===== src/rtl/cfgif_pkg.sv =====
package cfgif_pkg;
    localparam int FRAME_W = 16;
    localparam int ADDR_W  = 7;
    localparam int DATA_W  = 8;
    localparam int NREG    = 5;
    localparam int CNT_W   = $clog2(FRAME_W + 1);
    localparam int HALF_W  = FRAME_W / 2;

    localparam logic [2:0] CUR_LOW  = 3'd0;
    localparam logic [2:0] CUR_HIGH = 3'd4;

    localparam logic [ADDR_W-1:0] A_CTRL = 7'd0;
    localparam logic [ADDR_W-1:0] A_PWR  = 7'd1;
    localparam logic [ADDR_W-1:0] A_CUR  = 7'd2;
    localparam logic [ADDR_W-1:0] A_TERM = 7'd3;
    localparam logic [ADDR_W-1:0] A_PAT  = 7'd4;

    typedef struct packed {
        logic              rd;
        logic [ADDR_W-1:0] addr;
        logic [DATA_W-1:0] data;
    } frame_t;

    typedef struct packed {
        logic       sleep;
        logic       dcs_en;
        logic [2:0] cur;
        logic       term_en;
        logic [2:0] pat;
    } ctrl_t;

    function automatic ctrl_t decode_regs(logic [DATA_W-1:0] pwr, logic [DATA_W-1:0] cur,
                                          logic [DATA_W-1:0] term, logic [DATA_W-1:0] pat);
        ctrl_t c;
        c.sleep   = pwr[0];
        c.dcs_en  = pwr[1];
        c.cur     = cur[2:0];
        c.term_en = term[0];
        c.pat     = pat[2:0];
        return c;
    endfunction

    function automatic ctrl_t decode_levels(logic cs_lvl, logic sck_lvl, logic sdi_lvl);
        ctrl_t c;
        c.sleep   = sck_lvl;
        c.dcs_en  = cs_lvl;
        c.cur     = sdi_lvl ? CUR_HIGH : CUR_LOW;
        c.term_en = 1'b0;
        c.pat     = 3'd0;
        return c;
    endfunction
endpackage


===== src/rtl/cfgif_sync.sv =====
module cfgif_sync #(
    parameter int            W       = 3,
    parameter int            STAGES  = 2,
    parameter logic [W-1:0]  RST_VAL = '0
) (
    input  logic         clk,
    input  logic         rst,
    input  logic [W-1:0] d,
    output logic [W-1:0] q
);
    logic [W-1:0] stage_q [STAGES];

    always_ff @(posedge clk) begin
        if (rst) begin
            for (int k = 0; k < STAGES; k++) stage_q[k] <= RST_VAL;
        end else begin
            stage_q[0] <= d;
            for (int k = 1; k < STAGES; k++) stage_q[k] <= stage_q[k-1];
        end
    end

    assign q = stage_q[STAGES-1];
endmodule


===== src/rtl/cfgif_shifter.sv =====
module cfgif_shifter
    import cfgif_pkg::*;
(
    input  logic              clk,
    input  logic              rst,
    input  logic              enable,
    input  logic              cs_s,
    input  logic              sck_s,
    input  logic              sdi_s,
    input  logic [DATA_W-1:0] rd_data,
    output logic [ADDR_W-1:0] rd_addr,
    output logic              wr_en,
    output logic [ADDR_W-1:0] wr_addr,
    output logic [DATA_W-1:0] wr_data,
    output logic              sdo_low
);
    logic               sck_d;
    logic               rise;
    logic               active;
    logic [CNT_W-1:0]   cnt;
    logic [FRAME_W-1:0] sreg;
    logic [DATA_W-1:0]  outbuf;
    logic               rd_act;
    logic               ld_pend;
    logic               wr_pend;
    frame_t             fr;

    assign active = enable & ~cs_s;
    assign rise   = sck_s & ~sck_d;
    assign fr     = frame_t'(sreg);

    always_ff @(posedge clk) begin
        if (rst) sck_d <= 1'b0;
        else     sck_d <= sck_s;
    end

    always_ff @(posedge clk) begin
        if (rst || !active) begin
            cnt     <= '0;
            sreg    <= '0;
            outbuf  <= '0;
            rd_act  <= 1'b0;
            ld_pend <= 1'b0;
            wr_pend <= 1'b0;
        end else begin
            ld_pend <= 1'b0;
            wr_pend <= 1'b0;
            if (ld_pend) begin
                outbuf <= rd_data;
                rd_act <= sreg[HALF_W-1];
            end
            if (rise && cnt < CNT_W'(FRAME_W)) begin
                sreg <= {sreg[FRAME_W-2:0], sdi_s};
                cnt  <= cnt + 1'b1;
                if (cnt == CNT_W'(HALF_W - 1)) ld_pend <= 1'b1;
                if (cnt >= CNT_W'(HALF_W)) outbuf <= {outbuf[DATA_W-2:0], 1'b0};
                if (cnt == CNT_W'(FRAME_W - 1)) begin
                    wr_pend <= 1'b1;
                    rd_act  <= 1'b0;
                end
            end
        end
    end

    assign rd_addr = sreg[ADDR_W-1:0];
    assign wr_en   = wr_pend & ~fr.rd;
    assign wr_addr = fr.addr;
    assign wr_data = fr.data;
    assign sdo_low = rd_act & ~outbuf[DATA_W-1];

    a_r9_no_overflow: assert property (@(posedge clk) disable iff (rst)
        cnt <= CNT_W'(FRAME_W));
    a_r4_release_idle: assert property (@(posedge clk) disable iff (rst)
        !active |=> !sdo_low);
    a_r5_commit_full: assert property (@(posedge clk) disable iff (rst)
        wr_en |-> cnt == CNT_W'(FRAME_W));
    a_r4_release_cmd: assert property (@(posedge clk) disable iff (rst)
        (cnt < CNT_W'(HALF_W)) |-> !sdo_low);
endmodule


===== src/rtl/cfgif_regbank.sv =====
module cfgif_regbank
    import cfgif_pkg::*;
(
    input  logic              clk,
    input  logic              rst,
    input  logic              wr_en,
    input  logic [ADDR_W-1:0] wr_addr,
    input  logic [DATA_W-1:0] wr_data,
    input  logic [ADDR_W-1:0] rd_addr,
    output logic [DATA_W-1:0] rd_data,
    output ctrl_t             ctrl
);
    logic [DATA_W-1:0] regs [NREG];
    logic              soft_rst;

    assign soft_rst = wr_en && (wr_addr == A_CTRL) && wr_data[DATA_W-1];
    assign regs[0]  = '0;

    for (genvar i = 1; i < NREG; i++) begin : g_reg
        always_ff @(posedge clk) begin
            if (rst || soft_rst)
                regs[i] <= '0;
            else if (wr_en && wr_addr == ADDR_W'(i))
                regs[i] <= wr_data;
        end
    end

    always_comb begin
        rd_data = '0;
        for (int i = 1; i < NREG; i++)
            if (rd_addr == ADDR_W'(i)) rd_data = regs[i];
    end

    assign ctrl = decode_regs(regs[A_PWR], regs[A_CUR], regs[A_TERM], regs[A_PAT]);

    a_r1_reset_clears: assert property (@(posedge clk)
        rst |=> (regs[1] == '0 && regs[2] == '0 && regs[3] == '0 && regs[4] == '0));
    a_r6_soft_reset: assert property (@(posedge clk) disable iff (rst)
        (wr_en && wr_addr == A_CTRL && wr_data[DATA_W-1]) |=>
        (regs[1] == '0 && regs[2] == '0 && regs[3] == '0 && regs[4] == '0));
    a_r7_unmapped_write: assert property (@(posedge clk) disable iff (rst)
        (wr_en && wr_addr >= ADDR_W'(NREG)) |=>
        ($stable(regs[1]) && $stable(regs[2]) && $stable(regs[3]) && $stable(regs[4])));
endmodule


===== src/rtl/cfgif_top.sv =====
module cfgif_top
    import cfgif_pkg::*;
(
    input  logic       clk,
    input  logic       rst,
    input  logic       mode_par,
    input  logic       cs_n,
    input  logic       sck,
    input  logic       sdi,
    output logic       sdo_low_en,
    output logic       o_sleep,
    output logic       o_dcs_en,
    output logic [2:0] o_lvds_cur,
    output logic       o_term_en,
    output logic [2:0] o_test_pat
);
    logic [2:0]        pin_s;
    logic              cs_s, sck_s, sdi_s;
    logic [DATA_W-1:0] rd_data;
    logic [ADDR_W-1:0] rd_addr;
    logic              wr_en;
    logic [ADDR_W-1:0] wr_addr;
    logic [DATA_W-1:0] wr_data;
    logic              sdo_low;
    ctrl_t             reg_ctrl;
    ctrl_t             pin_ctrl;
    ctrl_t             ctrl;

    cfgif_sync #(.W(3), .STAGES(2), .RST_VAL(3'b100)) u_sync (
        .clk(clk), .rst(rst), .d({cs_n, sck, sdi}), .q(pin_s)
    );
    assign {cs_s, sck_s, sdi_s} = pin_s;

    cfgif_shifter u_shift (
        .clk(clk), .rst(rst), .enable(~mode_par),
        .cs_s(cs_s), .sck_s(sck_s), .sdi_s(sdi_s),
        .rd_data(rd_data), .rd_addr(rd_addr),
        .wr_en(wr_en), .wr_addr(wr_addr), .wr_data(wr_data),
        .sdo_low(sdo_low)
    );

    cfgif_regbank u_regs (
        .clk(clk), .rst(rst),
        .wr_en(wr_en), .wr_addr(wr_addr), .wr_data(wr_data),
        .rd_addr(rd_addr), .rd_data(rd_data), .ctrl(reg_ctrl)
    );

    assign pin_ctrl = decode_levels(cs_s, sck_s, sdi_s);
    assign ctrl     = mode_par ? pin_ctrl : reg_ctrl;

    assign sdo_low_en = sdo_low;
    assign o_sleep    = ctrl.sleep;
    assign o_dcs_en   = ctrl.dcs_en;
    assign o_lvds_cur = ctrl.cur;
    assign o_term_en  = ctrl.term_en;
    assign o_test_pat = ctrl.pat;

    a_r8_par_no_drive: assert property (@(posedge clk) disable iff (rst)
        (mode_par && $past(mode_par)) |-> !sdo_low_en);
    a_r8_par_no_term: assert property (@(posedge clk) disable iff (rst)
        mode_par |-> (!o_term_en && o_test_pat == 3'd0));
endmodule


===== config.mk =====
export PLATFORM = sky130hd
export DESIGN_NAME = cfgif_top
export DESIGN_NICKNAME = d
export VERILOG_FILES = /design/src/rtl/cfgif_pkg.sv /design/src/rtl/cfgif_sync.sv /design/src/rtl/cfgif_shifter.sv /design/src/rtl/cfgif_regbank.sv /design/src/rtl/cfgif_top.sv
export SDC_FILE = /design/constraint.sdc
export NUM_CORES = 1
export LEC_CHECK = 0
export BUFFER_PORTS_ARGS = -buffer_cell sky130_fd_sc_hd__buf_2
export CAP_MARGIN = 20
export CORE_ASPECT_RATIO = 0.75
export CORE_MARGIN = 2
export CORE_UTILIZATION = 35
export DETAILED_ROUTE_END_ITERATION = 6
export GPL_ROUTABILITY_DRIVEN = 0
export MAX_ROUTING_LAYER = met4
export SLEW_MARGIN = 10
export SYNTH_ARGS = -nofsm -noshare
export SYNTH_HDL_FRONTEND = slang
export SYNTH_SLANG_ARGS = --single-unit

===== constraint.sdc =====
create_clock -name clk -period 1.9 [get_ports clk]
set_input_delay 0.095 -clock clk [delete_from_list [all_inputs] [get_ports clk]]
set_output_delay 0.095 -clock clk [all_outputs]
set_load 0.05 [all_outputs]

* After elaboration in Yosys (flattened, before gate mapping)
Memory sizes are Yosys's and may differ from the RTL's. Index checks and enable logic that the tools add are counted.
Word-level totals: logic and storage cells 68, output and inout port bits 10, input port bits 6, flip-flop bits (word level) 65, memories 1, memory bits (writable) 6
Memory list:
- u_sync.stage_q | words 2, bits a word 3, read ports 2, clocked after memory_dff 0, wr ports 2, RTL line cfgif_sync.sv:11 | logic [W-1:0] stage_q [STAGES];
Cells by class: add/subtract/negate cells 1, magnitude comparators 2, equal/unequal tests 10, reduce and logical (&&, ||, !) cells 12, muxes and demuxes 19, bitwise logic cells 12
Operators with widths (number):
- $mux 8 | 7
- $eq 7x2->1 const B | 4
- $eq 7x1->1 const B | 2
- $eq 7x3->1 const B | 2
- $mux 3 | 3
- $mux 9 | 1
- $mux 1 | 8
- $logic_and 1x1->1 | 7
- $logic_not 7->1 | 1
- $not 1->1 | 6
- $add 5x1->5 const B | 1
- $eq 5x3->1 const B | 1
- $eq 5x4->1 const B | 1
- $ge 5x4->1 const B | 1
- $lt 5x5->1 const B | 1
- $and 1x1->1 | 4
- $logic_or 1x1->1 | 2
- $or 1x1->1 | 2
- $reduce_or 2->1 | 1
- $logic_not 1->1 | 1

* Depth between registers and ports, before layout
depth in word-level cells 8, gate-level depth with buffers 7, gate-level depth less buffers 6

* Hierarchy
From an unflattened synthesis, not the netlist that was laid out.
Second synthesis, totals: cells, all modules 392, area, all modules 3573.4 µm²
By module, submodules not included:
- cfgif_regbank | times used 1, cells each 199, seq. area each 640.6 µm², area an instance 1835.5 µm²
- cfgif_shifter | times used 1, cells each 167, seq. area each 660.6 µm², area an instance 1445.1 µm²
- cfgif_sync | times used 1, cells each 15, seq. area each 120.1 µm², area an instance 180.2 µm²
- cfgif_top | times used 1, cells each 11, seq. area each 0.0 µm², area an instance 112.6 µm²

* Worst setup path after synthesis
Ideal clock, no wire load.
path type register to register, from register u_shift.sreg[11] (netlist: u_shift.fr[11]), to register u_regs.regs (netlist bit u_regs.ctrl[7]), path slack -0.005 ns, clock period less this slack 1.905 ns, setup time 0.121 ns, required time 1.779 ns, stages on the path, launching flop included 6, arrival time 1.784 ns, path buffers 1, cell sequence dfxtp_1 > or4_4 > buf_6 > nor4_4 > mux2i_1 > nor2_2
Between the ends: longest elaborated chain between the ends 4, elaborated cells between the ends (all ways) 6, those cells by class eq/ne (1); reduce/logical (5)
Ends and longest elaborated chain:
- start, declared | RTL line cfgif_shifter.sv:21 | logic [FRAME_W-1:0] sreg;
- start signal, assigned | RTL line cfgif_shifter.sv:53 | sreg <= {sreg[FRAME_W-2:0], sdi_s};
- $logic_not 7->1 | RTL line cfgif_regbank.sv:16 | assign soft_rst = wr_en && (wr_addr == A_CTRL) && wr_data[DATA_W-1];
- $logic_and 1x1->1 (2 in series) | RTL line cfgif_regbank.sv:16
- $logic_or 1x1->1 | RTL line cfgif_regbank.sv:21 | if (rst || soft_rst)
- end signal, assigned by index | RTL line cfgif_regbank.sv:24 | regs[i] <= wr_data;
- end, declared | RTL line cfgif_regbank.sv:13 | logic [DATA_W-1:0] regs [NREG];
Parallel ways exist; a longest one is shown, timed or not. A chain may end at the register's enable or synchronous reset.

* Worst setup path after layout
from register u_shift.sreg[11] (netlist: u_shift.fr[11]), to register u_regs.regs (netlist bit u_regs.ctrl[6])
The elaborated chain is that of the path after synthesis.

==> run summary <==
outcome -> finished, final reports clean
Worst-path clk slew -> 0.06 ns
register area share after synthesis -> 45.2%
Netlist Area Pre-Place -> 3150 sq um
count of final hold-check violations -> 0
reg-to-reg critical path endpoint -> u_regs.ctrl[6]
Reg2Reg Depth -> 5
1st-iter DRT viols -> 180
Synth Instances -> 340
cell with the most instances after synthesis -> dfxtp_1
die area -> 9770 sq um
Synth top cells by count -> dfxtp_1 (71), nand2_1 (41), mux2i_1 (29)
WL per Instance -> 16.1 um
setup ws final -> 0.0892 ns
antenna violations before repair -> 0
Req. time, crit path -> 2.12 ns
width of the chip -> 113 um
Synth area leader -> dfxtp_1
clock period minus worst slack -> 1.81 ns
synthesis-to-finish area growth -> 20.8%
CTS tree -> done
IO buf count -> 15
final std cells w/o fill -> 480
die outline height -> 86.1 um
worst slack at placement -> 0.0380 ns
GRT Total Usage -> 17.6%
Multi-input gate area -> 1610 sq um
peak supply drop -> 0.000569 V
critical path arrival -> 2.03 ns
Ys Warns -> 0
Worst-Skew Late Latency -> 0.33 ns
class of the worst hold path -> in2reg
Slew Limit Fails -> 0
final hold slack -> 0.109 ns
final wirelength -> 7.71 mm
asr flop ratio synth -> 0%
fin util -> 44.2%
vias in the first global route -> 2327
CTS root buf -> clkbuf_16
Power Total -> 3.10 mW
startpoint types -> flop
Yosys reg bits -> 71
Max Cap Viol -> 0
Routed Antenna Nets -> 0
synth top area cells -> dfxtp_1 (45%), mux2i_1 (9.2%), nand2_1 (4.9%)
post-synth top area share -> 45.2%
Final period util -> 95.3%
Final Skew -> 0.00457 ns
Max Fclk -> 552 MHz
layout cells sized above 1 -> 27.2%
Nets -> 376
RSZ-0062 raised after global routing -> false
Seq pwr share -> 48.4%
Longest Clk Path Bufs -> 2
PD cells -> 815 nW/um^2
Post-route DRC -> 0
Max-slew headroom -> 65.6%
CTS buffer count -> 9
std cell rows -> 29
Switching Power -> 0.671 mW
Comb power frac -> 2.7%
Reg2Reg Setup Slack -> 0.09 ns
CP endpoint -> u_regs.ctrl[6]
post-DR vias/cell -> 5.10
synth unique cells -> 41
EDFF count, synth -> 0
area occupied by registers -> 1420 sq um
Num Clock Sinks -> 71
Net Count, Synth -> 348
Crit. Startpoint -> u_shift.fr[11]
WHS Path Cells -> 2
largest net degree at the start of global routing -> 25
critical path capture point type -> flop
Vias -> 2450
n_diodes -> 0
Leak -> 1.37 nW
first-pass GRT wire length -> 12.5 mm
post-CTS setup buffer count -> 0
endpoints failing setup -> 0
clock share of power -> 48.9%
htree depth -> 3
Setup CP Type -> reg2reg
prevailing post-synth register cell -> dfxtp_1
core footprint -> 8600 sq um
hpwl dp -> 5.35 mm
placed insts -> 462
switch share -> 21.7%
Worst-Margin Slew -> 0.515 ns
grt ovf -> 0
Reg-to-Reg Start -> u_shift.fr[11]
num ports -> 16
P_int -> 2.43 mW
Synth Area per Inst -> 9.25 sq um
Crit Path Max Fanout -> 8
Starting Density -> 36.6%
number of detailed-route iterations in the first pass -> 4
number of fillers in the final layout -> 836
-- power groups by stage --
stage | sequential, mW | combinational (mW) | clock [mW]
6_report | 1.50 | 0.0829 | 1.52
5_1_grt | 1.50 | 0.0896 | 1.62
4_1_cts | 1.50 | 0.0832 | 1.56
3_5_place_dp | 1.53 | 0.0784 | 0
3_3_place_gp | 1.53 | 0.0779 | 0
2_1_floorplan | 1.53 | 0.0507 | 0
-- how the worst min path moves through the flow --
stage / from / endpoint / slack [ns]
6_report: rst / u_sync.stage_q[0][1] / 0.11
3_5_place_dp: cs_n / u_sync.stage_q[0][2] / 0.28
5_1_grt: rst / u_sync.stage_q[0][1] / 0.12
4_1_cts: rst / u_sync.stage_q[0][0] / 0.09
3_3_place_gp: cs_n / u_sync.stage_q[0][2] / 0.28
2_1_floorplan: cs_n / u_sync.stage_q[0][2] / 0.20
-- logic make-up (layout without fill, tap and decap cells) --
logic type,count (synthesis),count (layout),synth area share [%]
fa+ha+maj,2,2,0.795
buf+inv,34,66,4.41
flops,71,71,45.2
xor+xnor,3,3,0.835
mux,39,39,12.8
simple gates,127,127,22.6
compound gates,64,64,13.4
-- registers in the layout, summed over array words and instances, names as in the netlist --
name,flops
u_regs.ctrl,9
u_regs.regs,23
u_shift.cnt,5
u_shift.fr,16
u_shift.ld_pend,1
u_shift.outbuf,8
u_shift.rd_act,1
u_shift.sck_d,1
u_shift.wr_pend,1
u_sync.stage_q,6
-- cell usage in the layout (no fill, tap or decap), drive strengths merged, types with 2 or more instances in the layout --
cell / Yosys / routed
o21ai: 11 / 11
a2111oi: 5 / 5
nand4: 2 / 2
inv: 9 / 9
dfxtp: 71 / 71
nor2b: 14 / 14
nor3: 3 / 3
nor4: 6 / 6
xor2: 2 / 2
buf: 8 / 39
nand2: 41 / 41
mux2: 10 / 10
nor2: 36 / 36
a22o: 8 / 8
ha: 2 / 2
a21oi: 23 / 23
nand2b: 3 / 3
mux2i: 29 / 29
clkinv: 0 / 3
or2: 3 / 3
o211ai: 2 / 2
a21o: 6 / 6
nor3b: 2 / 2
and3: 3 / 3
a221oi: 5 / 5
clkbuf: 17 / 11
dlygate4sd3: 0 / 3
nand3: 8 / 8
-- what timing repair did --
action                                 CTS  global route
hold buffers                             3             0
setup endpoints to repair                0            12
endpoints found under the hold margin    3             0
gates resized for setup                  0             5
-- cell type report --
class | count | area share, %
inverters | 9 | 0.889
well taps | 108 | 3.56
flip-flops and latches | 71 | 37.4
clock buffers | 11 | 6.39
repair buffers | 42 | 8.82
multi-input cells | 235 | 42.3
clock inverters | 4 | 0.593
-- per-layer routing --
layer / share of wire [%] / GRT usage (%)
met1: 53 / 24.9
met2: 40 / 23.8
met3: 5.6 / 5.51
met4: 0.95 / 4.99
met5: 0 / -
-- through the flow --
stage	TNS [ns]	area, sq um
finish	0	3800
global route	0	3800
CTS	0	3780
detailed placement	0	3490
global placement	0	3490
floorplan	-0.0999	3150
-- critical path, cell delays in order (launching register included) --
cell and delay, ns:
dfxtp_1 0.32, or4_4 0.61, nor4_4 0.32, buf_12 0.18, mux2i_1 0.23, nor2_2 0.04
Note: power is estimated with default switching activity, not from simulation.
